File: src/rtl/wdt_two_stage_pkg.sv
package wdt_two_stage_pkg;

  typedef enum logic [1:0] {
    KIND_IRQ  = 2'd0,
    KIND_ALT  = 2'd1,
    KIND_SMI  = 2'd2,
    KIND_NONE = 2'd3
  } irq_kind_e;

  typedef enum logic {
    STG_ONE = 1'b0,
    STG_TWO = 1'b1
  } stage_e;

  typedef struct packed {
    logic      en;
    logic      lock;
    logic      free;
    logic      reboot;
    logic      fast;
    irq_kind_e kind;
  } wdt_cfg_t;

  localparam wdt_cfg_t CFG_DEFAULT = '{
    en:     1'b0,
    lock:   1'b0,
    free:   1'b0,
    reboot: 1'b1,
    fast:   1'b0,
    kind:   KIND_IRQ
  };

endpackage

File: src/rtl/wdt_cfg_regs.sv
module wdt_cfg_regs
  import wdt_two_stage_pkg::*;
#(
  parameter int PRE_W = 20
) (
  input  logic             clk_i,
  input  logic             rst_ni,
  input  logic             soft_clr_i,
  input  logic             ctl_we_i,
  input  logic             ctl_en_i,
  input  logic             ctl_lock_i,
  input  logic             ctl_free_i,
  input  logic             cfg_we_i,
  input  logic             cfg_reboot_i,
  input  logic             cfg_fast_i,
  input  logic [1:0]       cfg_kind_i,
  input  logic             pre1_we_i,
  input  logic             pre2_we_i,
  input  logic [PRE_W-1:0] pre_val_i,
  output wdt_cfg_t         cfg_o,
  output logic [PRE_W-1:0] pre1_o,
  output logic [PRE_W-1:0] pre2_o,
  output logic             start_o,
  output logic             stop_o
);

  localparam logic [PRE_W-1:0] PRE_DEFAULT = '1;

  wdt_cfg_t         cfg_q;
  logic [PRE_W-1:0] pre1_q, pre2_q;
  logic             ctl_ok;

  assign ctl_ok  = ctl_we_i && !cfg_q.lock;
  assign start_o = ctl_ok && ctl_en_i && !cfg_q.en;
  assign stop_o  = ctl_ok && !ctl_en_i;

  always_ff @(posedge clk_i or negedge rst_ni) begin
    if (!rst_ni) begin
      cfg_q  <= CFG_DEFAULT;
      pre1_q <= PRE_DEFAULT;
      pre2_q <= PRE_DEFAULT;
    end else if (soft_clr_i) begin
      cfg_q  <= CFG_DEFAULT;
      pre1_q <= PRE_DEFAULT;
      pre2_q <= PRE_DEFAULT;
    end else begin
      if (ctl_ok) begin
        cfg_q.en   <= ctl_en_i;
        cfg_q.lock <= ctl_lock_i;
        cfg_q.free <= ctl_free_i;
      end
      if (cfg_we_i) begin
        cfg_q.reboot <= cfg_reboot_i;
        cfg_q.fast   <= cfg_fast_i;
        cfg_q.kind   <= irq_kind_e'(cfg_kind_i);
      end
      if (pre1_we_i) pre1_q <= pre_val_i;
      if (pre2_we_i) pre2_q <= pre_val_i;
    end
  end

  assign cfg_o  = cfg_q;
  assign pre1_o = pre1_q;
  assign pre2_o = pre2_q;


  lock_hold_chk: assert property (@(posedge clk_i) disable iff (!rst_ni)
    cfg_q.lock && !soft_clr_i |=> cfg_q.lock && $stable(cfg_q.en) && $stable(cfg_q.free));


  lock_no_start_chk: assert property (@(posedge clk_i) disable iff (!rst_ni)
    cfg_q.lock |-> !start_o && !stop_o);

endmodule

File: src/rtl/wdt_countdown.sv
module wdt_countdown #(
  parameter int CNT_W = 35
) (
  input  logic             clk_i,
  input  logic             rst_ni,
  input  logic             halt_i,
  input  logic             load_i,
  input  logic [CNT_W-1:0] load_val_i,
  output logic             running_o,
  output logic             expire_o
);

  logic             run_q;
  logic [CNT_W-1:0] cnt_q;

  always_ff @(posedge clk_i or negedge rst_ni) begin
    if (!rst_ni) begin
      run_q <= 1'b0;
      cnt_q <= '0;
    end else if (halt_i) begin
      run_q <= 1'b0;
    end else if (load_i) begin
      run_q <= 1'b1;
      cnt_q <= load_val_i;
    end else if (run_q && cnt_q != '0) begin
      cnt_q <= cnt_q - CNT_W'(1);
    end
  end

  assign running_o = run_q;
  assign expire_o  = run_q && (cnt_q == '0);


  count_step_chk: assert property (@(posedge clk_i) disable iff (!rst_ni)
    run_q && cnt_q != '0 && !halt_i && !load_i |=> run_q && cnt_q == $past(cnt_q) - CNT_W'(1));


  halt_stop_chk: assert property (@(posedge clk_i) disable iff (!rst_ni)
    halt_i |=> !run_q && !expire_o);

endmodule

File: src/rtl/wdt_stage_ctl.sv
module wdt_stage_ctl
  import wdt_two_stage_pkg::*;
#(
  parameter int PRE_W   = 20,
  parameter int SLOW_SH = 15,
  parameter int FAST_SH = 5,
  parameter int CNT_W   = PRE_W + SLOW_SH
) (
  input  logic             clk_i,
  input  logic             rst_ni,
  input  logic             por_ni,
  input  wdt_cfg_t         cfg_i,
  input  logic [PRE_W-1:0] pre1_i,
  input  logic [PRE_W-1:0] pre2_i,
  input  logic             start_i,
  input  logic             stop_i,
  input  logic             kick_i,
  input  logic             flag_clr_i,
  input  logic             expire_i,
  output logic             load_o,
  output logic [CNT_W-1:0] load_val_o,
  output logic             halt_o,
  output logic             soft_clr_o,
  output stage_e           stage_o,
  output logic             irq_o,
  output logic             rst_req_o,
  output logic             flag_o
);

  function automatic logic [CNT_W-1:0] stage_ticks(input logic [PRE_W-1:0] pre,
                                                   input logic fast);
    logic [CNT_W-1:0] wide;
    wide = fast ? (CNT_W'(pre) << FAST_SH) : (CNT_W'(pre) << SLOW_SH);
    return (pre == '0) ? '0 : wide - CNT_W'(1);
  endfunction

  stage_e stage_q;
  logic   irq_q, rst_q, flag_q;
  logic   kick_ok, ld_one, ld_two, irq_ev, rst_ev;

  assign kick_ok = kick_i && cfg_i.en;

  always_comb begin
    ld_one     = 1'b0;
    ld_two     = 1'b0;
    halt_o     = 1'b0;
    soft_clr_o = 1'b0;
    irq_ev     = 1'b0;
    rst_ev     = 1'b0;
    if (stop_i) begin
      halt_o = 1'b1;
    end else if (start_i || kick_ok) begin
      ld_one = 1'b1;
    end else if (expire_i) begin
      if (stage_q == STG_ONE) begin
        ld_two = 1'b1;
        irq_ev = (cfg_i.kind != KIND_NONE);
      end else if (cfg_i.reboot) begin
        halt_o     = 1'b1;
        soft_clr_o = 1'b1;
        rst_ev     = 1'b1;
      end else if (cfg_i.free) begin
        ld_one = 1'b1;
      end else begin
        halt_o = 1'b1;
      end
    end
  end

  assign load_o     = ld_one || ld_two;
  assign load_val_o = ld_two ? stage_ticks(pre2_i, cfg_i.fast) : stage_ticks(pre1_i, cfg_i.fast);

  always_ff @(posedge clk_i or negedge rst_ni) begin
    if (!rst_ni) begin
      stage_q <= STG_ONE;
      irq_q   <= 1'b0;
      rst_q   <= 1'b0;
    end else begin
      irq_q <= irq_ev;
      rst_q <= rst_ev;
      if (soft_clr_o || ld_one) stage_q <= STG_ONE;
      else if (ld_two)          stage_q <= STG_TWO;
    end
  end

  // cause flag lives on the power-on reset only
  always_ff @(posedge clk_i or negedge por_ni) begin
    if (!por_ni)         flag_q <= 1'b0;
    else if (rst_ev)     flag_q <= 1'b1;
    else if (flag_clr_i) flag_q <= 1'b0;
  end

  assign stage_o   = stage_q;
  assign irq_o     = irq_q;
  assign rst_req_o = rst_q;
  assign flag_o    = flag_q;


  irq_pulse_chk: assert property (@(posedge clk_i) disable iff (!rst_ni)
    irq_q |=> !irq_q);


  irq_kind_chk: assert property (@(posedge clk_i) disable iff (!rst_ni)
    irq_q |-> $past(cfg_i.kind) != KIND_NONE && stage_q == STG_TWO);


  rst_flag_chk: assert property (@(posedge clk_i) disable iff (!rst_ni || !por_ni)
    rst_q |-> flag_q && stage_q == STG_ONE);


  flag_hold_chk: assert property (@(posedge clk_i) disable iff (!por_ni)
    flag_q && !flag_clr_i |=> flag_q);


  flag_rise_chk: assert property (@(posedge clk_i) disable iff (!por_ni || !rst_ni)
    $rose(flag_q) |-> rst_q);


  kick_win_chk: assert property (@(posedge clk_i) disable iff (!rst_ni)
    expire_i && kick_i && cfg_i.en && !stop_i |=> !irq_q && !rst_q && stage_q == STG_ONE);

endmodule

File: src/rtl/wdt_two_stage.sv
module wdt_two_stage
  import wdt_two_stage_pkg::*;
#(
  parameter int PRE_W   = 20,
  parameter int SLOW_SH = 15,
  parameter int FAST_SH = 5
) (
  input  logic             clk_i,
  input  logic             rst_ni,
  input  logic             por_ni,
  input  logic             ctl_we_i,
  input  logic             ctl_en_i,
  input  logic             ctl_lock_i,
  input  logic             ctl_free_i,
  input  logic             cfg_we_i,
  input  logic             cfg_reboot_i,
  input  logic             cfg_fast_i,
  input  logic [1:0]       cfg_kind_i,
  input  logic             pre1_we_i,
  input  logic             pre2_we_i,
  input  logic [PRE_W-1:0] pre_val_i,
  input  logic             kick_i,
  input  logic             flag_clr_i,
  output logic             irq_o,
  output logic [1:0]       irq_kind_o,
  output logic             rst_req_o,
  output logic             stage_o,
  output logic             prev_wdt_o
);

  localparam int CNT_W = PRE_W + SLOW_SH;

  wdt_cfg_t         cfg;
  logic [PRE_W-1:0] pre1, pre2;
  logic             start, stop, soft_clr;
  logic             load, halt, running, expire;
  logic [CNT_W-1:0] load_val;
  stage_e           stage;

  wdt_cfg_regs #(.PRE_W(PRE_W)) i_cfg (
    .clk_i        (clk_i),
    .rst_ni       (rst_ni),
    .soft_clr_i   (soft_clr),
    .ctl_we_i     (ctl_we_i),
    .ctl_en_i     (ctl_en_i),
    .ctl_lock_i   (ctl_lock_i),
    .ctl_free_i   (ctl_free_i),
    .cfg_we_i     (cfg_we_i),
    .cfg_reboot_i (cfg_reboot_i),
    .cfg_fast_i   (cfg_fast_i),
    .cfg_kind_i   (cfg_kind_i),
    .pre1_we_i    (pre1_we_i),
    .pre2_we_i    (pre2_we_i),
    .pre_val_i    (pre_val_i),
    .cfg_o        (cfg),
    .pre1_o       (pre1),
    .pre2_o       (pre2),
    .start_o      (start),
    .stop_o       (stop)
  );

  wdt_stage_ctl #(
    .PRE_W   (PRE_W),
    .SLOW_SH (SLOW_SH),
    .FAST_SH (FAST_SH),
    .CNT_W   (CNT_W)
  ) i_ctl (
    .clk_i      (clk_i),
    .rst_ni     (rst_ni),
    .por_ni     (por_ni),
    .cfg_i      (cfg),
    .pre1_i     (pre1),
    .pre2_i     (pre2),
    .start_i    (start),
    .stop_i     (stop),
    .kick_i     (kick_i),
    .flag_clr_i (flag_clr_i),
    .expire_i   (expire),
    .load_o     (load),
    .load_val_o (load_val),
    .halt_o     (halt),
    .soft_clr_o (soft_clr),
    .stage_o    (stage),
    .irq_o      (irq_o),
    .rst_req_o  (rst_req_o),
    .flag_o     (prev_wdt_o)
  );

  wdt_countdown #(.CNT_W(CNT_W)) i_cnt (
    .clk_i      (clk_i),
    .rst_ni     (rst_ni),
    .halt_i     (halt),
    .load_i     (load),
    .load_val_i (load_val),
    .running_o  (running),
    .expire_o   (expire)
  );

  assign irq_kind_o = cfg.kind;
  assign stage_o    = stage;


  run_needs_en_chk: assert property (@(posedge clk_i) disable iff (!rst_ni)
    running |-> cfg.en);


  reboot_defaults_chk: assert property (@(posedge clk_i) disable iff (!rst_ni)
    rst_req_o |-> !cfg.en && !cfg.lock && cfg.kind == KIND_IRQ && !running);

endmodule

File: config.mk
export PLATFORM = sky130hd
export DESIGN_NAME = wdt_two_stage
export DESIGN_NICKNAME = d
export VERILOG_FILES = /design/src/rtl/wdt_two_stage_pkg.sv /design/src/rtl/wdt_cfg_regs.sv /design/src/rtl/wdt_countdown.sv /design/src/rtl/wdt_stage_ctl.sv /design/src/rtl/wdt_two_stage.sv
export SDC_FILE = /design/constraint.sdc
export NUM_CORES = 1
export LEC_CHECK = 0
export BUFFER_PORTS_ARGS = -buffer_cell sky130_fd_sc_hd__buf_2
export CAP_MARGIN = 20
export CORE_AREA = 3 3 116 118
export DETAILED_ROUTE_END_ITERATION = 16
export DIE_AREA = 0 0 119 121
export PLACE_DENSITY_LB_ADDON = 0.05
export SYNTH_ARGS = -nofsm -noshare
export SYNTH_HDL_FRONTEND = slang
export SYNTH_HIERARCHICAL = 1
export SYNTH_SLANG_ARGS = --single-unit
File: constraint.sdc
create_clock -name clk_i -period 5.9 [get_ports clk_i]
set_clock_uncertainty 0.15 [all_clocks]
set_input_delay 1.18 -clock clk_i [delete_from_list [all_inputs] [get_ports clk_i]]
set_output_delay 1.18 -clock clk_i [all_outputs]
set_load 0.02 [all_outputs]
## Yosys cells after proc, flatten, opt, wreduce, memory -nomap -nowiden

Index checks and enable logic that the tools add are counted.

- Add/sub/neg operators: 3
- Eq/ne operators: 1
- Multiplexer cells: 45
- Bitwise gates (word level): 1
- Reduce and logical (&&, ||, !) cells: 26

Operators with widths:

| cell | number |
|---|---|
| two-way mux 35 bit | 7 |
| subtractor 35 x 1 -> 35 bit, second input constant | 3 |
| two-way mux 20 bit | 4 |
| zero test 20 bit | 2 |
| zero test 35 bit | 1 |
| nonzero test 35 bit | 1 |
| two-way mux 1 bit | 31 |
| nonzero test 2 bit | 8 |
| logical AND 1 bit | 7 |
| two-way mux 7 bit | 1 |
| two-way mux 4 bit | 1 |
| zero test 1 bit | 3 |
| logical OR 1 bit | 3 |
| two-way mux 3 bit | 1 |
| inequality test 2 bit, second input constant | 1 |
| AND reduction 2 bit | 1 |
| NOT 1 bit | 1 |

- Register bits: 87
- Bits of input ports: 36
- Output and inout bits: 6
- Word-level logic and storage cells: 90

## Longest topological paths before layout

Gate-level depths: netlist (run 1).

- Depth after elaboration: 10
- Mapped depth: 18
- Depth with buffers taken out: 16

## By module

The synthesis (run 1) kept the hierarchy.

Modules (own cells, without submodules):

| module | instances | cells an instance | area each (µm²) | sequential area each (µm²) |
|---|---|---|---|---|
| wdt_stage_ctl | 1 | 374 | 2432.3 | 100.1 |
| wdt_countdown | 1 | 283 | 2336.0 | 900.9 |
| wdt_cfg_regs | 1 | 160 | 2115.8 | 1227.4 |

## Worst setup path after synthesis (run 1)

Ideal clock, no wire load.

- Path kind: register to register
- Start point: register i_cnt.cnt_q[0]
- End point: register i_cnt.cnt_q[33]
- Library setup time: 0.122 ns
- Data arrival time: 3.875 ns
- Required time: 5.628 ns
- Slack: 1.754 ns
- Cell stages (with the launch flop): 18
- Cells stage by stage: dfrtp_1 > inv_1 > ha_1 > or4b_1 > clkbuf_1 > nor4_1 > nand2_1 > nor2_1 > and4b_1 > nand2_1 > a21oi_1 > nor2_1 > or2_2 > clkbuf_1 > inv_1 > clkbuf_1 > nand2_1 > a32o_1

- Longest elaborated chain between the ends: 8
- Elaborated cells on any way between the ends: 21
- Those cells by class: add/sub: 1; mux: 12; bitwise: 1; reduce/logical: 7

Ends and longest elaborated chain:

| element | RTL line | RTL |
|---|---|---|
| from (decl) | wdt_countdown.sv:14 | `logic [CNT_W-1:0] cnt_q;` |
| from (signal assigned) | wdt_countdown.sv:24 | `cnt_q <= load_val_i;` |
| from (signal assigned) | wdt_countdown.sv:26 | `cnt_q <= cnt_q - CNT_W'(1);` |
| zero test 35 bit * | wdt_countdown.sv:31 | `assign expire_o = run_q && (cnt_q == '0);` |
| logical AND 1 bit * | wdt_countdown.sv:31 |  |
| net expire | wdt_two_stage.sv:36 | `logic load, halt, running, expire;` |
| two-way mux 1 bit | wdt_stage_ctl.sv:54 | `end else if (expire_i) begin` |
| two-way mux 1 bit | wdt_stage_ctl.sv:52 | `end else if (start_i \|\| kick_ok) begin` |
| two-way mux 1 bit | wdt_stage_ctl.sv:50 | `if (stop_i) begin` |
| logical OR 1 bit * | wdt_stage_ctl.sv:70 | `assign load_o = ld_one \|\| ld_two;` |
| net load | wdt_two_stage.sv:36 |  |
| nonzero test 2 bit (no line) | - |  |
| AND reduction 2 bit (no line) | - |  |

The timed path passes the listed nets; every way through them passes the cells marked *. The select of a mux whose other input is x is not followed.
A chain may end at the register's enable or synchronous reset.

## Final worst setup path (run 1)

- Start point: register i_cnt.cnt_q[0]
- End point: register i_cnt.cnt_q[8]

- Elaborated cells on any way between the ends: 21
- Those cells by class: add/sub: 1; mux: 12; bitwise: 1; reduce/logical: 7

RTL lines:

| element | RTL line | RTL |
|---|---|---|
| zero test 35 bit | wdt_countdown.sv:31 |  |
| logical AND 1 bit | wdt_countdown.sv:31 |  |
| net expire | wdt_two_stage.sv:36 |  |
| two-way mux 1 bit | wdt_stage_ctl.sv:54 |  |
| two-way mux 1 bit | wdt_stage_ctl.sv:52 |  |
| two-way mux 1 bit | wdt_stage_ctl.sv:50 |  |
| two-way mux 35 bit | wdt_stage_ctl.sv:71 | `assign load_val_o = ld_two ? stage_ticks(pre2_i, cfg_i.fast) : stage_ticks(pre1_i, cfg_i.fast);` |
| net load_val[8] | wdt_two_stage.sv:37 | `logic [CNT_W-1:0] load_val;` |
| two-way mux 35 bit | wdt_countdown.sv:22 | `end else if (load_i) begin` |

The timed path passes the listed nets, and every way through them passes these cells. The select of a mux whose other input is x is not followed.

==> results.toml, run 1 <==
[status]
status = "complete, no violations"

[routing]
wl_met1_um = 9834
totalWireLength_um = 20830
topRoutingLayerUsed = "met4"
met3_length_um = 1053
drt_iter0_drc = 670
ant_nets = 0
drc = 0
via_per_inst = 6.613
wl_per_cell_um = 21.23
vias = 6487
dr.pass1.iters = 5
dr_wl_met2_um = 9378

[grt]
grt_max_degree = 76
grt_pass1_wl_um = 33090
track_usage = 0.2918
grt_overflow = 0
grt_pass1_vias = 6097
antenna_found_initial = 0

[clock_tree]
postCtsSetupBuffers = 0
holdBufCountCts = 0
max-clock-path-buffers = 2
cts_root_buf = "clkbuf_16"
cts_tree = "built"
clk_pin_slew_ps = 60
cts_resized = 0
cts_buffers = 9
clk-insertion-delay-late_ps = 350
ctsHtreeMaxLevel = 3
clkSinkCount = 87

[cells_and_area]
multi_input_area_um2 = 4219
area_growth_pct = 5.871
fin_nets = 843
final_util = 0.5799
nFillCells = 1163
final-seq-area_um2 = 2230
diodes = 0
layout.cells.most_common = "nor2_1"
drive_gt1_frac = 0.1693
final_cell_mix = "nor2_1 (70), nand2_1 (60), o21ai_0 (50), dfrtp_1 (45), nor2b_1 (43)"
stdcell_count = 981

[yosys]
yosys_warnings = 6
syn_nets = 856
synth_area_per_cell_um2 = 8.426
syn_area_um2 = 6884
synth_edf_count = 0
yosys.area.top_type = "dfrtp_1"
synth.distinct_cells = 82
synth_seq_cells = 87
synthCells = 817
ys_seq_area_frac = 0.3237
ys_async_sr_fraction = 1.000
synthTopCellsByArea = "dfrtp_1 (17%), dfstp_2 (16%), a211o_1 (5.3%), nor2b_1 (3.9%), nor2_1 (3.8%)"
synth_top_cell_area_share = 0.1672
ys.flop_type = "dfrtp_1"

[critical_path]
path_buf_inv = 1
crit_type = "reg -> reg"
crit_fanout = 21
required_ps = 5990
critPathSlowestCell = "nor4_1"
worst_path_most_repeated_cell = "nand2_1"
arrival_ps = 5100
worst_setup_path_end_kind = "flip-flop"
cp_slowest_stage_delay_ps = 640
crit_chain = "inv_1 -> ha_1 -> or4b_1 -> nor4_1 -> nand2_1 -> nor2_1 -> and4b_1 -> nand2b_1 -> nor3b_1 -> a31o_2 -> nand2_1 -> nand2_1 -> o221ai_1 -> nand2_1 -> o31ai_1 -> a22o_1"
startpoint_type = "flip-flop"
critical-path-top-delay-family = "simple AND/OR/NAND/NOR gates"

[hold_path]
hold_path_class = "reg -> reg"

[timing]
hold_viol_final = 0
slew_violations = 0
min_period_ps = 5005
setup_tns_ps = 0
rsz0062_at_grt = "no"
fmaxAchievable_mhz = 199.8
holdWs_ps = 324.9
period_share = 0.8484
worst_slew_pin_slew_ps = 855.8
max_slew_margin = 0.4251
setup_viol = 0

[place]
place.gp.congestion = 0.9015
io_buffers = 41
place_inst = 965
hpwl_um = 15110

[power_and_ir_drop]
peakVddDrop_v = 0.0001818
power_density_nw_per_um2 = 305.3
p_leak_nw = 2.923

[floorplanning]
start_util = 0.5477
pin_count = 42
coreArea_um2 = 12570
die_y_um = 121
num_rows = 41
die_area_um2 = 14400
die_w_um = 119

[run]
maxCapViolations = 0
-- area by class of cell --
| class | instances | share of cell area |
|---|---|---|
| Clock buffer | 12 | 0.03519 |
| Clock inverter | 4 | 0.007039 |
| Inverter | 13 | 0.006695 |
| Multi-Input combinational cell | 644 | 0.5789 |
| Sequential cell | 87 | 0.3059 |
| Tap cell | 172 | 0.02953 |
| Timing Repair Buffer | 49 | 0.03674 |
-- cells by family (layout without fill, tap and decap cells) --
| group | Yosys count | count (layout) | share of synthesized area |
|---|---|---|---|
| compound gates | 257 | 257 | 0.2630 |
| xor+xnor | 38 | 38 | 0.04834 |
| buf+inv | 86 | 78 | 0.06816 |
| fa+ha+maj | 3 | 3 | 0.005453 |
| simple gates | 323 | 323 | 0.2572 |
| flops | 87 | 87 | 0.3237 |
| mux | 23 | 23 | 0.03417 |
-- Yosys cell counts (4+ instances only) --
master     number
a22o_1          4
nor2_1         70
buf_6           8
or4_1          14
and2b_4         4
mux2i_1        19
dfstp_2        41
dfrtp_1        46
mux2_2          4
a211o_1        42
o22ai_1        24
nor4_1         19
o21ai_1         8
buf_2           7
o21ai_0        50
a31oi_1         8
a21o_1          4
o31ai_1         4
o2bb2ai_1       7
or3_1           8
nand3_1        16
o211ai_1        8
buf_4           8
nand2_1        60
xor2_1         16
inv_1          12
nor2b_1        43
a311o_1         4
nand4_1         7
clkbuf_1       40
nor3_1         38
o311ai_0        4
a22oi_1        11
a21oi_1        42
buf_1           4
xnor2_1        22
buf_8           4
nor3b_1         6
nand2b_1        8
o221ai_1        5
-- power breakdown --
group	internal [mW]	switching (mW)	total, mW	leakage, nW
combinational	0.281	0.368	0.649	1.79
clock	0.352	0.243	0.595	0.149
sequential	0.762	0.220	0.982	0.985
total	1.39	0.831	2.23	2.92
-- final timing paths --
| kind | start | end | slack (ps) | cells after the start |
|---|---|---|---|---|
| worst max register to register | i_cnt/cnt_q[0] | i_cnt/cnt_q[8] | 890 | 16 |
| worst max-delay path | i_cnt/cnt_q[0] | i_cnt/cnt_q[8] | 890 | 16 |
| max in group asynchronous | rst_ni | i_cfg/cfg_o[2] | 3910 | 2 |
| min in group asynchronous | por_ni | i_ctl/flag_o | 440 | 1 |
| worst min-delay path | i_cfg/cfg_o[1] | i_ctl/irq_o | 320 | 1 |
| worst min register to register | i_cfg/cfg_o[1] | i_ctl/irq_o | 320 | 1 |
-- worst register-to-register path, cell delays in order, from the launching register on --
cell and delay, ps:
dfrtp_1 380, inv_1 100, ha_1 240, or4b_1 580
nor4_1 640, nand2_1 300, nor2_1 190, and4b_1 310
nand2b_1 120, nor3b_1 420, a31o_2 460, nand2_1 280
nand2_1 220, o221ai_1 130, nand2_1 110, o31ai_1 80
a22o_1 210
-- metrics by stage --
step / power, mW / setup slack, ps / cell area [um2]
final: 2.225 / 894.7 / 7288
after global placement: 1.603 / 1166 / 6980
after detailed placement: 1.624 / 934.3 / 6980
after CTS: 2.226 / 914.0 / 7288
after floorplan: 1.421 / 1754 / 6884
after global routing: 2.359 / 376.7 / 7288
-- metal layers --
metal / vias up / GRT usage
met5: - / 0
met4: 0 / 0.1043
met3: 33 / 0.03124
met2: 221 / 0.4391
met1: 3197 / 0.4347
li1: 3036 / -
-- sequential cells by signal, summed over array words and instances, names as in the netlist --
signal / count
i_cfg/cfg_o: 7
i_cfg/pre1_o: 20
i_cfg/pre2_o: 20
i_cnt/cnt_q: 35
i_cnt/running_o: 1
i_ctl/flag_o: 1
i_ctl/irq_o: 1
i_ctl/rst_req_o: 1
i_ctl/stage_o: 1
No activity file was read; power rests on OpenSTA's default activity.
==> run 2, diff against run 1 <==
--- a/config.mk
+++ b/config.mk
@@ -5,11 +5,12 @@
 export SDC_FILE = /design/constraint.sdc
 export NUM_CORES = 1
 export LEC_CHECK = 0
+export ABC_AREA = 1
 export BUFFER_PORTS_ARGS = -buffer_cell sky130_fd_sc_hd__buf_2
 export CAP_MARGIN = 20
-export CORE_AREA = 3 3 116 118
+export CORE_AREA = 3 3 124 126
 export DETAILED_ROUTE_END_ITERATION = 16
-export DIE_AREA = 0 0 119 121
+export DIE_AREA = 0 0 127 129
 export PLACE_DENSITY_LB_ADDON = 0.05
 export SYNTH_ARGS = -nofsm -noshare
 export SYNTH_HDL_FRONTEND = slang
==> constraint.sdc (replaced) <==
create_clock -name clk_i -period 4.15 [get_ports clk_i]
set_clock_uncertainty 0.15 [all_clocks]
set_input_delay 0.83 -clock clk_i [delete_from_list [all_inputs] [get_ports clk_i]]
set_output_delay 0.83 -clock clk_i [all_outputs]
set_load 0.02 [all_outputs]
==> results.toml, run 2 <==
[status]
status = "complete, no violations"

[clock_tree]
cts_root_buf = "clkbuf_16"
max-clock-path-buffers = 2
clk-insertion-delay-late_ps = 350
clkSinkCount = 87
holdBufCountCts = 0
cts_buffers = 9
ctsHtreeMaxLevel = 3
cts_resized = 0
cts_tree = "built"
clk_pin_slew_ps = 70
postCtsSetupBuffers = 0

[timing]
max_slew_margin = 0.5229
min_period_ps = 3681
rsz0062_at_grt = "no"
holdWs_ps = 87.57
slew_violations = 0
worst_slew_pin_slew_ps = 714.6
setup_viol = 0
setup_tns_ps = 0
hold_viol_final = 0
fmaxAchievable_mhz = 271.7
period_share = 0.8869

[grt]
grt_max_degree = 82
grt_overflow = 0
track_usage = 0.2964
grt_pass1_wl_um = 38640
antenna_found_initial = 0
grt_pass1_vias = 7596

[critical_path]
reg2reg_depth = 17
worst_path_most_repeated_cell = "nand2_1"
arrival_ps = 3760
reg2reg_from = "i_cnt/cnt_q[0]"
reg2reg_slack_ps = 470
cp_slowest_stage_delay_ps = 410
crit_chain = "inv_1 -> ha_1 -> nand2_1 -> nor2_4 -> nand2_4 -> nor2_4 -> nand3_1 -> nor2_1 -> nand4_1 -> nand2_1 -> inv_1 -> nand3b_1 -> o21ai_0 -> nor2_1 -> a31oi_1 -> nand2_1 -> nand2_1"
crit_type = "reg -> reg"
startpoint_type = "flip-flop"
reg2reg_to = "i_cnt/cnt_q[13]"
critPathSlowestCell = "dfrtp_1"
worst_setup_path_end_kind = "flip-flop"
required_ps = 4230
crit_fanout = 21

[power_and_ir_drop]
p_leak_nw = 4.183
peakVddDrop_v = 0.0002281
power_density_nw_per_um2 = 343.2

[cells_and_area]
fin_nets = 1350
layout.cells.most_common = "nand2_1"
drive_gt1_frac = 0.1383
diodes = 0
final_cell_mix = "nand2_1 (501), nor2_1 (165), nand3_1 (117), inv_1 (115), o21ai_1 (53)"
nFillCells = 1516
largest_reg_flops = 35
area_growth_pct = 5.818
stdcell_count = 1500
top_register = "i_cnt/cnt_q"

[floorplanning]
pin_count = 42
die_y_um = 129
start_util = 0.5428
num_rows = 44
die_w_um = 127
coreArea_um2 = 14420
die_area_um2 = 16380

[routing]
ant_nets = 0
totalWireLength_um = 23570
drt_iter0_drc = 764
via_per_inst = 5.417
wl_per_cell_um = 15.71
vias = 8125
dr.pass1.iters = 8
drc = 0

[yosys]
synth.distinct_cells = 40
ys_async_sr_fraction = 1.000
yosys.area.top_type = "nand2_1"
synth_most_common_cell = "nand2_1"
synthTopCellsByArea = "nand2_1 (24%), dfrtp_1 (15%), dfstp_2 (14%), nor2_1 (7.9%), nand3_1 (7.5%)"
synth_top_cell_area_share = 0.2402
ys_seq_area_frac = 0.2846
yosys_warnings = 6
syn_nets = 1340
synth_top_cells_by_count = "nand2_1 (501), nor2_1 (165), nand3_1 (117), inv_1 (115), o21ai_1 (53)"
synth_seq_cells = 87
synth_area_per_cell_um2 = 6.017
ys.flop_type = "dfrtp_1"
synth_edf_count = 0
synthCells = 1301
syn_area_um2 = 7829

[place]
place.gp.congestion = 0.9841
place_inst = 1484
hpwl_um = 18020
io_buffers = 41

[run]
maxCapViolations = 0

[hold_path]
hold_path_class = "in -> async"
[run 2: cell types whose count changed after synthesis, moves of 32 or more]
cell,change
nor2b_1,-43
clkbuf_1,-32
o21ai_1,+45
nor2_1,+95
nor3_1,-34
nand2_1,+441
inv_1,+103
a211o_1,-42
nand3_1,+101
[run 2: cells by family after synthesis]
family,count (synthesis),synth area share
xor+xnor,22,0.02461
buf+inv,172,0.1076
flops,87,0.2846
fa+ha+maj,3,0.004795
compound gates,124,0.08614
simple gates,891,0.4897
mux,2,0.002557
[run 2: report_power, final]
part	total, mW	leakage, nW	switching [mW]	internal (mW)
Clock	0.896	0.166	0.371	0.524
Combinational	0.821	3.04	0.543	0.278
Sequential	1.13	0.979	0.149	0.978
[run 2: area by class of cell]
cell class / instances / area, um2 / area share
clock inverter: 4 / 35.03 / 0.004229
multi-input combinational: 1042 / 4758 / 0.5744
sequential: 87 / 2230 / 0.2691
inverter: 124 / 465.4 / 0.05618
timing repair buffer: 47 / 265.3 / 0.03202
clock buffer: 12 / 300.3 / 0.03625
tap: 184 / 230.2 / 0.02779
[run 2: worst max path at each step]
stage,start,to,cells after the start
final,i_cnt/cnt_q[0],i_cnt/cnt_q[13],17
after global routing,i_cnt/cnt_q[0],i_cnt/cnt_q[13],17
after CTS,i_cnt/cnt_q[0],i_cnt/cnt_q[13],18
after detailed placement,i_cnt/cnt_q[0],i_cnt/cnt_q[26],16
after global placement,i_cnt/cnt_q[0],i_cnt/cnt_q[19],18
after floorplan,i_cnt/cnt_q[0],i_cnt/cnt_q[13],22
[run 2: per-stage QoR]
stage | area (um2) | utilization | total power, mW | setup slack [ps]
6_report | 8284 | 0.5743 | 2.843 | 469.5
5_1_grt | 8284 | 0.5743 | 3.027 | 160.1
4_1_cts | 8284 | 0.5743 | 2.846 | 497.9
3_5_place_dp | 7949 | 0.5511 | 1.942 | 566.2
3_3_place_gp | 7949 | 0.5511 | 1.934 | 707.5
2_1_floorplan | 7829 | - | 1.727 | 1059
[run 2: critical path: cells and delay by family, from the launching register on]
kind	cells	cell delay (ps)
fa+ha+maj	1	260
flops	1	410
compound gates	2	190
buf+inv	2	530
simple gates	12	1990
[run 2: metal layers]
metal	vias to the layer above	GRT usage	share of wire
li1	4132	-	-
met1	3683	0.3935	0.45
met2	263	0.4938	0.47
met3	47	0.03404	0.052
met4	0	0.1224	0.034
met5	-	0	0
==> run 3, diff against run 2 <==
--- a/config.mk
+++ b/config.mk
@@ -8,11 +8,11 @@
 export ABC_AREA = 1
 export BUFFER_PORTS_ARGS = -buffer_cell sky130_fd_sc_hd__buf_2
 export CAP_MARGIN = 20
-export CORE_AREA = 3 3 124 126
+export CORE_AREA = 3 3 125 127
 export DETAILED_ROUTE_END_ITERATION = 16
-export DIE_AREA = 0 0 127 129
+export DIE_AREA = 0 0 128 130
 export PLACE_DENSITY_LB_ADDON = 0.05
+export SLEW_MARGIN = 5
 export SYNTH_ARGS = -nofsm -noshare
 export SYNTH_HDL_FRONTEND = slang
-export SYNTH_HIERARCHICAL = 1
 export SYNTH_SLANG_ARGS = --single-unit
==> results.toml, run 3 <==
[yosys]
synth_mux_area_frac = 0
ys_seq_area_frac = 0.2785
syn_area_um2 = 8003
synth_most_common_cell = "nand2_1"
synth_xor_area_frac = 0.05691
yosys_warnings = 0
synthCells = 1323
synthTopCellsByArea = "nand2_1 (27%), dfrtp_1 (14%), dfstp_2 (13%), nor2_1 (6.8%), nand3_1 (6.2%)"
synth-compound-area-share = 0.04987
synth_area_per_cell_um2 = 6.049
yosys.area.top_type = "nand2_1"
ys.flop_type = "dfrtp_1"
synth.distinct_cells = 36
syn_nets = 1363
synth_top_cells_by_count = "nand2_1 (585), nor2_1 (146), inv_1 (117), nand3_1 (99), dfrtp_1 (46)"
synth_seq_cells = 87
synth_top_family_by_area = "simple AND/OR/NAND/NOR gates"
ys_async_sr_fraction = 1.000
synth_top_cell_area_share = 0.2744
synth_fa_ha_area_frac = 0.006254
synth_edf_count = 0
yosys.area_share.simple = 0.5009

[timing]
max_slew_margin = 0.4824
setup_tns_ps = 0
worst_slew_pin_slew_ps = 775.3
fmaxAchievable_mhz = 328.8
holdWs_ps = 88.68
period_share = 0.7329
setup_viol = 0
slew_violations = 0
hold_viol_final = 0
min_period_ps = 3041
rsz0062_at_grt = "no"

[power_and_ir_drop]
p_leak_nw = 4.482
total_power_mw = 2.706
power_density_nw_per_um2 = 320.9
peakVddDrop_v = 0.0002521

[cells_and_area]
largest_reg_flops = 35
final_cell_area_um2 = 8432
area_growth_pct = 5.363
fin_nets = 1375
nFillCells = 1492
diodes = 0
final_cell_mix = "nand2_1 (585), nor2_1 (146), inv_1 (117), nand3_1 (99), dfrtp_1 (45)"
layout.cells.most_common = "nand2_1"
multi_input_area_um2 = 4913
final-seq-area_um2 = 2230
top_register = "i_cnt.cnt_q"
drive_gt1_frac = 0.1254

[critical_path]
required_ps = 4290
crit_chain = "buf_4 -> nand2_1 -> ha_1 -> inv_1 -> nor2_1 -> nand2_2 -> nor2_2 -> nand3_2 -> o21ai_1 -> nand2_1 -> nand2_1 -> nand2_1 -> nand2_1 -> nand2_1 -> nand2_1"
critical-path-top-delay-family = "simple AND/OR/NAND/NOR gates"
reg2reg_from = "i_cfg.cfg_o[2]"
cp_slowest_stage_delay_ps = 600
reg2reg_slack_ps = 1110
startpoint_type = "flip-flop"
worst_setup_path_end_kind = "flip-flop"
critPathSlowestCell = "dfrtp_2"
crit_fanout = 30
path_buf_inv = 2
reg2reg_depth = 15
crit_type = "reg -> reg"
arrival_ps = 3180
reg2reg_to = "i_cnt.cnt_q[21]"
worst_path_most_repeated_cell = "nand2_1"

[floorplanning]
start_util = 0.5506
die_w_um = 128
die_area_um2 = 16640
coreArea_um2 = 14530
num_rows = 44
die_y_um = 130
pin_count = 42

[routing]
ant_nets = 0
totalWireLength_um = 24160
drc = 0
drt_iter0_drc = 855
vias = 8282
via_per_inst = 5.434
dr.pass1.iters = 6
wl_per_cell_um = 15.85

[place]
hpwl_um = 18770
place.gp.congestion = 0.9467
place_area_um2 = 8108
io_buffers = 41

[clock_tree]
postCtsSetupBuffers = 0
clkSinkCount = 87
max-clock-path-buffers = 2
cts_root_buf = "clkbuf_16"
cts_buffers = 9
cts_tree = "built"
ctsHtreeMaxLevel = 3
cts_resized = 0
clk-insertion-delay-late_ps = 350
clk_pin_slew_ps = 70
holdBufCountCts = 0

[run]
maxCapViolations = 0

[grt]
grt_pass1_wl_um = 38890
grt_overflow = 0
grt_max_degree = 51
antenna_found_initial = 0
track_usage = 0.2988
grt_pass1_vias = 7427

[status]
status = "complete, no violations"

[hold_path]
hold_path_class = "in -> async"
## run 3: per-stage QoR
stage          cells  setup WS [ps]    util
2_1_floorplan   1323           1778       -
3_3_place_gp    1508           1107  0.5579
3_5_place_dp    1508           1035  0.5579
4_1_cts         1524           1145  0.5801
5_1_grt         1524          817.3  0.5801
6_report        1524           1109  0.5801
## run 3: cells by family after synthesis
| family | Yosys count |
|---|---|
| AOI/OAI and AO/OA | 76 |
| adders and majority gates | 4 |
| and+or+nand+nor | 932 |
| DFF | 87 |
| xor gates and xnor gates | 52 |
| buffers and inverters | 172 |
## run 3: power by group
part / leakage (nW) / total (mW) / internal [mW] / switching, mW
clock: 0.157 / 0.900 / 0.545 / 0.355
sequential: 0.970 / 1.04 / 0.946 / 0.0955
combinational: 3.35 / 0.764 / 0.241 / 0.523
## run 3: routing by layer
layer,global-route usage,part of all wire,wire length (um),vias to the layer above
li1,-,-,-,4145
met3,0.04912,0.070,1688,26
met1,0.4420,0.47,11470,3809
met4,0.08365,0.020,476,0
met5,0,0,0,-
met2,0.4526,0.44,10520,302
## run 3: area by class of cell
| cell class | count | area share |
|---|---|---|
| Clock buffer | 11 | 0.02879 |
| Sequential cell | 87 | 0.2644 |
| Inverter | 125 | 0.05624 |
| Timing Repair Buffer | 48 | 0.03087 |
| Clock inverter | 5 | 0.009645 |
| Multi-Input combinational cell | 1064 | 0.5827 |
| Tap cell | 184 | 0.02730 |
## run 3: how the worst max path moves through the flow
stage / from / slack [ps] / to / depth (start not counted)
floorplan: ctl_we_i / 1780 / i_cnt.cnt_q[16] / 15
global placement: ctl_we_i / 1110 / i_cnt.cnt_q[33] / 12
detailed placement: ctl_we_i / 1040 / i_cnt.cnt_q[21] / 12
CTS: i_cfg.cfg_o[2] / 1140 / i_cnt.cnt_q[21] / 15
global route: i_cfg.cfg_o[2] / 820 / i_cnt.cnt_q[20] / 13
finish: i_cfg.cfg_o[2] / 1110 / i_cnt.cnt_q[21] / 15
